[config.mk]
export PLATFORM = sky130hd
export DESIGN_NAME = rs_stream_encoder
export DESIGN_NICKNAME = d
export VERILOG_FILES = /design/src/rtl/rs_enc_pkg.sv /design/src/rtl/rs_gf_const_mult.sv /design/src/rtl/rs_parity_lfsr.sv /design/src/rtl/rs_enc_ctrl.sv /design/src/rtl/rs_stream_encoder.sv
export SDC_FILE = /design/constraint.sdc
export NUM_CORES = 1
export LEC_CHECK = 0
export ABC_AREA = 1
export ABC_CLOCK_PERIOD_IN_PS = 2700
export BUFFER_PORTS_ARGS = -buffer_cell sky130_fd_sc_hd__buf_4
export CAP_MARGIN = 10
export CORE_ASPECT_RATIO = 0.8
export CORE_UTILIZATION = 50
export DETAILED_ROUTE_END_ITERATION = 8
export GPL_TIMING_DRIVEN = 1
export PLACE_DENSITY = 0.67
export SYNTH_ARGS = -nofsm -noshare
export SYNTH_HDL_FRONTEND = slang
export SYNTH_SLANG_ARGS = --single-unit
[constraint.sdc]
create_clock -name clk -period 2.7 [get_ports clk]
set_input_delay 0.135 -clock clk [delete_from_list [all_inputs] [get_ports clk]]
set_output_delay 0.135 -clock clk [all_outputs]
set_load 0.01 [all_outputs]
[src/rtl/rs_enc_pkg.sv]
package rs_enc_pkg;
  localparam int SYM_W     = 8;
  localparam int MAX_ROOTS = 64;

  typedef logic [SYM_W-1:0] sym_t;
  typedef enum logic [1:0] {PH_IDLE = 2'd0, PH_MSG = 2'd1, PH_PAR = 2'd2} phase_t;

  // shift-and-reduce product; red holds the low bits of the field polynomial
  function automatic sym_t gf_mul(sym_t a, sym_t b, sym_t red);
    sym_t acc;
    sym_t sh;
    acc = '0;
    sh  = a;
    for (int i = 0; i < SYM_W; i++) begin
      if (b[i]) acc = acc ^ sh;
      sh = sh[SYM_W-1] ? ((sh << 1) ^ red) : (sh << 1);
    end
    return acc;
  endfunction

  function automatic sym_t gf_pow(sym_t base, int e, sym_t red);
    sym_t r;
    r = sym_t'(1);
    for (int i = 0; i < e; i++) r = gf_mul(r, base, red);
    return r;
  endfunction

  // coefficient idx (of x^idx) of prod (x + base^(j0+k)), k = 0..two_t-1
  function automatic sym_t gen_coef(int two_t, int j0, sym_t base, sym_t red, int idx);
    sym_t c [0:MAX_ROOTS];
    sym_t root;
    for (int i = 0; i <= MAX_ROOTS; i++) c[i] = '0;
    c[0] = sym_t'(1);
    for (int k = 0; k < two_t; k++) begin
      root = gf_pow(base, j0 + k, red);
      for (int j = k + 1; j >= 1; j--) c[j] = c[j-1] ^ gf_mul(c[j], root, red);
      c[0] = gf_mul(c[0], root, red);
    end
    return c[idx];
  endfunction
endpackage

[src/rtl/rs_gf_const_mult.sv]
module rs_gf_const_mult
  import rs_enc_pkg::*;
#(
  parameter sym_t COEF = '0,
  parameter sym_t RED  = 8'h1D
) (
  input  sym_t a,
  output sym_t y
);
  assign y = gf_mul(a, COEF, RED);
endmodule

[src/rtl/rs_parity_lfsr.sv]
module rs_parity_lfsr
  import rs_enc_pkg::*;
#(
  parameter int          TWO_T = 16,
  parameter int          J0    = 0,
  parameter int unsigned POLY  = 32'h11D,
  parameter int unsigned ALPHA = 2
) (
  input  logic clk,
  input  logic rst_n,
  input  logic absorb,
  input  logic shift,
  input  sym_t din,
  output sym_t par_top
);
  localparam sym_t RED  = POLY[SYM_W-1:0];
  localparam sym_t BASE = ALPHA[SYM_W-1:0];

  logic [TWO_T-1:0][SYM_W-1:0] stage_q;
  logic [TWO_T-1:0][SYM_W-1:0] prod;
  sym_t fb;

  assign fb      = din ^ stage_q[TWO_T-1];
  assign par_top = stage_q[TWO_T-1];

  for (genvar g = 0; g < TWO_T; g++) begin : g_tap
    localparam sym_t COEF = gen_coef(TWO_T, J0, BASE, RED, g);
    rs_gf_const_mult #(.COEF(COEF), .RED(RED)) u_mul (.a(fb), .y(prod[g]));
  end

  always_ff @(posedge clk) begin
    if (!rst_n) begin
      stage_q <= '0;
    end else if (absorb) begin
      stage_q[0] <= prod[0];
      for (int i = 1; i < TWO_T; i++) stage_q[i] <= stage_q[i-1] ^ prod[i];
    end else if (shift) begin
      stage_q[0] <= '0;
      for (int i = 1; i < TWO_T; i++) stage_q[i] <= stage_q[i-1];
    end
  end


  absorb_shift_excl_chk: assert property (@(posedge clk) disable iff (!rst_n)
    !(absorb && shift));
endmodule

[src/rtl/rs_enc_ctrl.sv]
module rs_enc_ctrl
  import rs_enc_pkg::*;
#(
  parameter int T     = 8,
  parameter int N_MAX = 255,
  parameter int LEN_W = 9
) (
  input  logic             clk,
  input  logic             rst_n,
  input  logic             in_valid,
  input  logic             in_sync,
  input  logic [LEN_W-1:0] in_len,
  input  logic             out_ready,
  output logic             in_ready,
  output logic             out_valid,
  output logic             out_last,
  output logic             sel_par,
  output logic             absorb,
  output logic             shift,
  output logic             len_err
);
  localparam int TWO_T = 2 * T;
  localparam int CNT_W = $clog2(N_MAX + 1);

  phase_t           ph_q;
  logic [CNT_W-1:0] cnt_q;
  logic             err_q;
  logic             len_bad;
  logic [CNT_W-1:0] k_first;

  always_comb begin
    len_bad = (int'(in_len) < TWO_T + 1) || (int'(in_len) > N_MAX);
    k_first = len_bad ? CNT_W'(N_MAX - TWO_T) : CNT_W'(int'(in_len) - TWO_T);
  end

  always_comb begin
    in_ready  = 1'b0;
    out_valid = 1'b0;
    out_last  = 1'b0;
    sel_par   = 1'b0;
    absorb    = 1'b0;
    shift     = 1'b0;
    case (ph_q)
      PH_IDLE: begin
        in_ready  = in_sync ? out_ready : 1'b1;
        out_valid = in_valid && in_sync;
        absorb    = in_valid && in_sync && out_ready;
      end
      PH_MSG: begin
        in_ready  = out_ready;
        out_valid = in_valid;
        absorb    = in_valid && out_ready;
      end
      PH_PAR: begin
        out_valid = 1'b1;
        sel_par   = 1'b1;
        shift     = out_ready;
        out_last  = (cnt_q == CNT_W'(1));
      end
      default: ;
    endcase
  end

  always_ff @(posedge clk) begin
    if (!rst_n) begin
      ph_q  <= PH_IDLE;
      cnt_q <= '0;
      err_q <= 1'b0;
    end else begin
      case (ph_q)
        PH_IDLE: if (absorb) begin
          err_q <= len_bad;
          if (k_first == CNT_W'(1)) begin
            ph_q  <= PH_PAR;
            cnt_q <= CNT_W'(TWO_T);
          end else begin
            ph_q  <= PH_MSG;
            cnt_q <= k_first - CNT_W'(1);
          end
        end
        PH_MSG: if (absorb) begin
          if (cnt_q == CNT_W'(1)) begin
            ph_q  <= PH_PAR;
            cnt_q <= CNT_W'(TWO_T);
          end else begin
            cnt_q <= cnt_q - CNT_W'(1);
          end
        end
        PH_PAR: if (shift) begin
          if (cnt_q == CNT_W'(1)) ph_q <= PH_IDLE;
          cnt_q <= cnt_q - CNT_W'(1);
        end
        default: ph_q <= PH_IDLE;
      endcase
    end
  end

  assign len_err = err_q;


  live_count_chk: assert property (@(posedge clk) disable iff (!rst_n)
    (ph_q != PH_IDLE) |-> (cnt_q != '0));

  last_then_idle_chk: assert property (@(posedge clk) disable iff (!rst_n)
    (out_last && out_ready) |=> (ph_q == PH_IDLE));

  par_hold_chk: assert property (@(posedge clk) disable iff (!rst_n)
    (sel_par && !out_ready) |=> (sel_par && out_valid));

  len_err_capture_chk: assert property (@(posedge clk) disable iff (!rst_n)
    (ph_q == PH_IDLE && absorb && len_bad) |=> err_q);
endmodule

[src/rtl/rs_stream_encoder.sv]
module rs_stream_encoder
  import rs_enc_pkg::*;
#(
  parameter int          T          = 8,
  parameter int          J0         = 0,
  parameter int          N_MAX      = 255,
  parameter int          LEN_W      = 9,
  parameter int unsigned FIELD_POLY = 32'h11D,
  parameter int unsigned ALPHA      = 2
) (
  input  logic             clk,
  input  logic             rst_n,
  input  logic             in_valid,
  output logic             in_ready,
  input  logic [SYM_W-1:0] in_data,
  input  logic             in_sync,
  input  logic [LEN_W-1:0] in_len,
  output logic             out_valid,
  input  logic             out_ready,
  output logic [SYM_W-1:0] out_data,
  output logic             out_last,
  output logic             len_err
);
  localparam int TWO_T = 2 * T;

  logic sel_par;
  logic absorb;
  logic shift;
  sym_t par_top;

  rs_enc_ctrl #(.T(T), .N_MAX(N_MAX), .LEN_W(LEN_W)) u_ctrl (
    .clk(clk), .rst_n(rst_n), .in_valid(in_valid), .in_sync(in_sync),
    .in_len(in_len), .out_ready(out_ready), .in_ready(in_ready),
    .out_valid(out_valid), .out_last(out_last), .sel_par(sel_par),
    .absorb(absorb), .shift(shift), .len_err(len_err)
  );

  rs_parity_lfsr #(.TWO_T(TWO_T), .J0(J0), .POLY(FIELD_POLY), .ALPHA(ALPHA)) u_lfsr (
    .clk(clk), .rst_n(rst_n), .absorb(absorb), .shift(shift),
    .din(in_data), .par_top(par_top)
  );

  assign out_data = sel_par ? par_top : in_data;


  par_data_stable_chk: assert property (@(posedge clk) disable iff (!rst_n)
    (sel_par && out_valid && !out_ready) |=> $stable(out_data));
endmodule

==> results.toml <==
[status]
outcome = "finished clean"

[finish]
fin_area_um2 = 10600
insertedDiodeCount = 0
drive_above_1_share_pct = 13.8
nNetsFinal = 1465
syn_to_final_growth_pct = 11.4

[floorplanning]
die_h_um = 125
die_area_um2 = 19500
coreArea_um2 = 18300
die_w_um = 156
fp-row-count = 44
start_util_pct = 51.7
io_pins = 34

[power]
peakVddDrop_uv = 470
power.total_mw = 9.39
p_per_area_nw_per_um2 = 890
power.leakage_nw = 4.91

[cts]
cts_tree = "built"
clk_latency_ps = 440
post_cts_resized = 0
hold_buffers = 0
cts_buffers = 17
clockBufferDepth = 2
post_cts_buffers = 0
cts-root-buf = "clkbuf_16"
htreeDepth = 4
clkTransAtPathRegs_ps = 60
cts.sinks = 139

[detailed_routing]
vias_per_cell = 5.45
wl_um = 27900
detail_route.first_pass.iterations = 7
drt_iter0_markers = 988
wl_per_cell_um = 16.4
drc = 0
dr_total_vias = 9258
ant_nets = 0

[timing]
maxSlewViolCount = 0
min_period_ps = 2440
hold_viol_final = 0
period_share_pct = 90.2
setup_viol = 0
clock.fmax_ghz = 0.410
skew_ps = 17.6
rsz0062_at_grt = "false"
tightest_slew_ps = 706
max_slew_margin_pct = 52.9
tns_ps = 0

[placed_design]
dpl_cell_area_um2 = 9970
dpl.hpwl_um = 20100
port_buffers = 33
place_congestion = 0.965

[synthesis]
synth_top_family_by_area = "simple AND/OR/NAND/NOR gates"
synth-compound-area-share_pct = 17.5
ys.flop_type = "dfxtp_1"
synth_area_per_cell_um2 = 6.68
ys_seq_area_share_pct = 29.4
yosys.area_share.simple_pct = 32.5
synthCells = 1418
synth_cell_types = 47
syn-cell-area_um2 = 9470
synth_xor_area_share_pct = 8.82
synthAdderAreaFrac_pct = 1.32
muxShareOfSynthArea_pct = 0
syn-num-nets = 1450
synth_warnings = 0
async_reset_ff_share_pct = 0
synth-edff-count = 0
ys_ff_latch = 139

[setup_path]
worstPathRequired_ps = 3040
startpoint_type = "register"
cp.arrival_ps = 2770
regToRegSetupSlack_ps = 260
crit_type = "register to register"
path_max_fanout = 15
end_kind = "register"

[global_route]
antenna_found_initial = 0
gr-usage-all-layers_pct = 29.8
grt_max_degree = 109
first_global_vias = 8237
grt-ovfl-total = 0
grt_pass1_wl_um = 44900

[hold_path]
min_path_type = "input port to register"

[flow_run]
drv_cap = 0
==> synthesized netlist by cell type, drive strengths merged (11+ instances only) <==
| cell type | n | area share [%] |
|---|---|---|
| or2 | 11 | 0.73 |
| a21oi | 65 | 3.6 |
| buf | 45 | 2.9 |
| nand2 | 445 | 21 |
| xnor2 | 25 | 2.4 |
| nor3 | 14 | 0.79 |
| o21bai | 14 | 1.1 |
| dfxtp | 139 | 29 |
| inv | 170 | 6.8 |
| nand3 | 123 | 6.7 |
| nor2 | 61 | 2.6 |
| a31oi | 21 | 1.4 |
| clkbuf | 19 | 0.75 |
| xor2 | 61 | 6.4 |
| o211ai | 48 | 3.8 |
| o21ai | 115 | 6.1 |
==> layout make-up <==
cell class,instances,area (um^2)
clock buffer,22,474
clock inverter,9,114
fill,1776,7780
inverter,170,646
multi-input combinational,1045,5710
sequential,139,2780
tap,253,317
timing repair buffer,60,513
==> metal layers <==
layer,share of wire (%),vias up,GRT usage [%]
met5,0,-,0
met4,2.2,0,9.17
met3,9.5,44,7.35
met2,40,372,40.7
met1,49,4209,45.2
li1,-,4633,-
==> report_power, final <==
part / internal (mW) / switching (mW)
clock: 1.43 / 0.936
combinational: 1.45 / 2.79
sequential: 2.44 / 0.345
total: 5.32 / 4.07
==> registers in the layout, indices dropped and copies added (netlist names) <==
register and count:
u_ctrl.cnt_q 8, u_ctrl.len_err 1, u_lfsr.par_top 8, u_lfsr.stage_q 120, u_ctrl.ph_q 2
==> worst max-delay path, stage by stage (launching register included) <==
cell      delay [ps]
dfxtp_1          380
inv_1             80
ha_1             230
o21ai_0          320
nor2_4           100
inv_2            280
buf_4            240
nor2_1            70
o21ai_0          260
xor2_1           170
nand2_1           60
o211ai_1          90
inv_1             50
==> logic make-up after synthesis <==
group / count (synthesis)
xor gates and xnor gates: 86
AOI/OAI and AO/OA: 282
DFF: 139
adders and majority gates: 10
buffers and inverters: 234
and+or+nand+nor: 667
==> stage by stage <==
stage / util (%) / setup WS (ps) / hold WS [ps] / std cells
after floorplan: - / 729 / 336 / 1418
after global placement: 54.4 / 355 / 468 / 1667
after detailed placement: 54.4 / 293 / 470 / 1667
after CTS: 57.6 / 260 / 46.5 / 1698
after global routing: 57.6 / 43.0 / 128 / 1698
final: 57.6 / 264 / 50.2 / 1698
==> path summary, 6_finish.rpt <==
kind                startpoint                 end  cells after the start
max reg2reg     u_ctrl.ph_q[1]  u_lfsr.stage_q[84]                     12
min                  in_len[2]     u_ctrl.cnt_q[2]                      4
max             u_ctrl.ph_q[1]  u_lfsr.stage_q[84]                     12
min reg2reg  u_lfsr.stage_q[4]   u_lfsr.stage_q[4]                      2
==> placed cells by master, fill, tap and decap left out, drive strengths merged <==
| cell | count |
|---|---|
| a211o | 1 |
| a211oi | 1 |
| a21o | 4 |
| a21oi | 65 |
| a22oi | 1 |
| a31oi | 21 |
| and2 | 1 |
| buf | 60 |
| bufinv | 2 |
| clkbuf | 22 |
| clkinv | 6 |
| dfxtp | 139 |
| ha | 10 |
| inv | 171 |
| nand2 | 445 |
| nand3 | 123 |
| nand3b | 4 |
| nand4 | 7 |
| nor2 | 61 |
| nor3 | 14 |
| nor4 | 1 |
| o211ai | 48 |
| o21ai | 115 |
| o21bai | 14 |
| o221ai | 6 |
| o22ai | 6 |
| or2 | 11 |
| xnor2 | 25 |
| xor2 | 61 |
(Power assumes the default switching activity.)
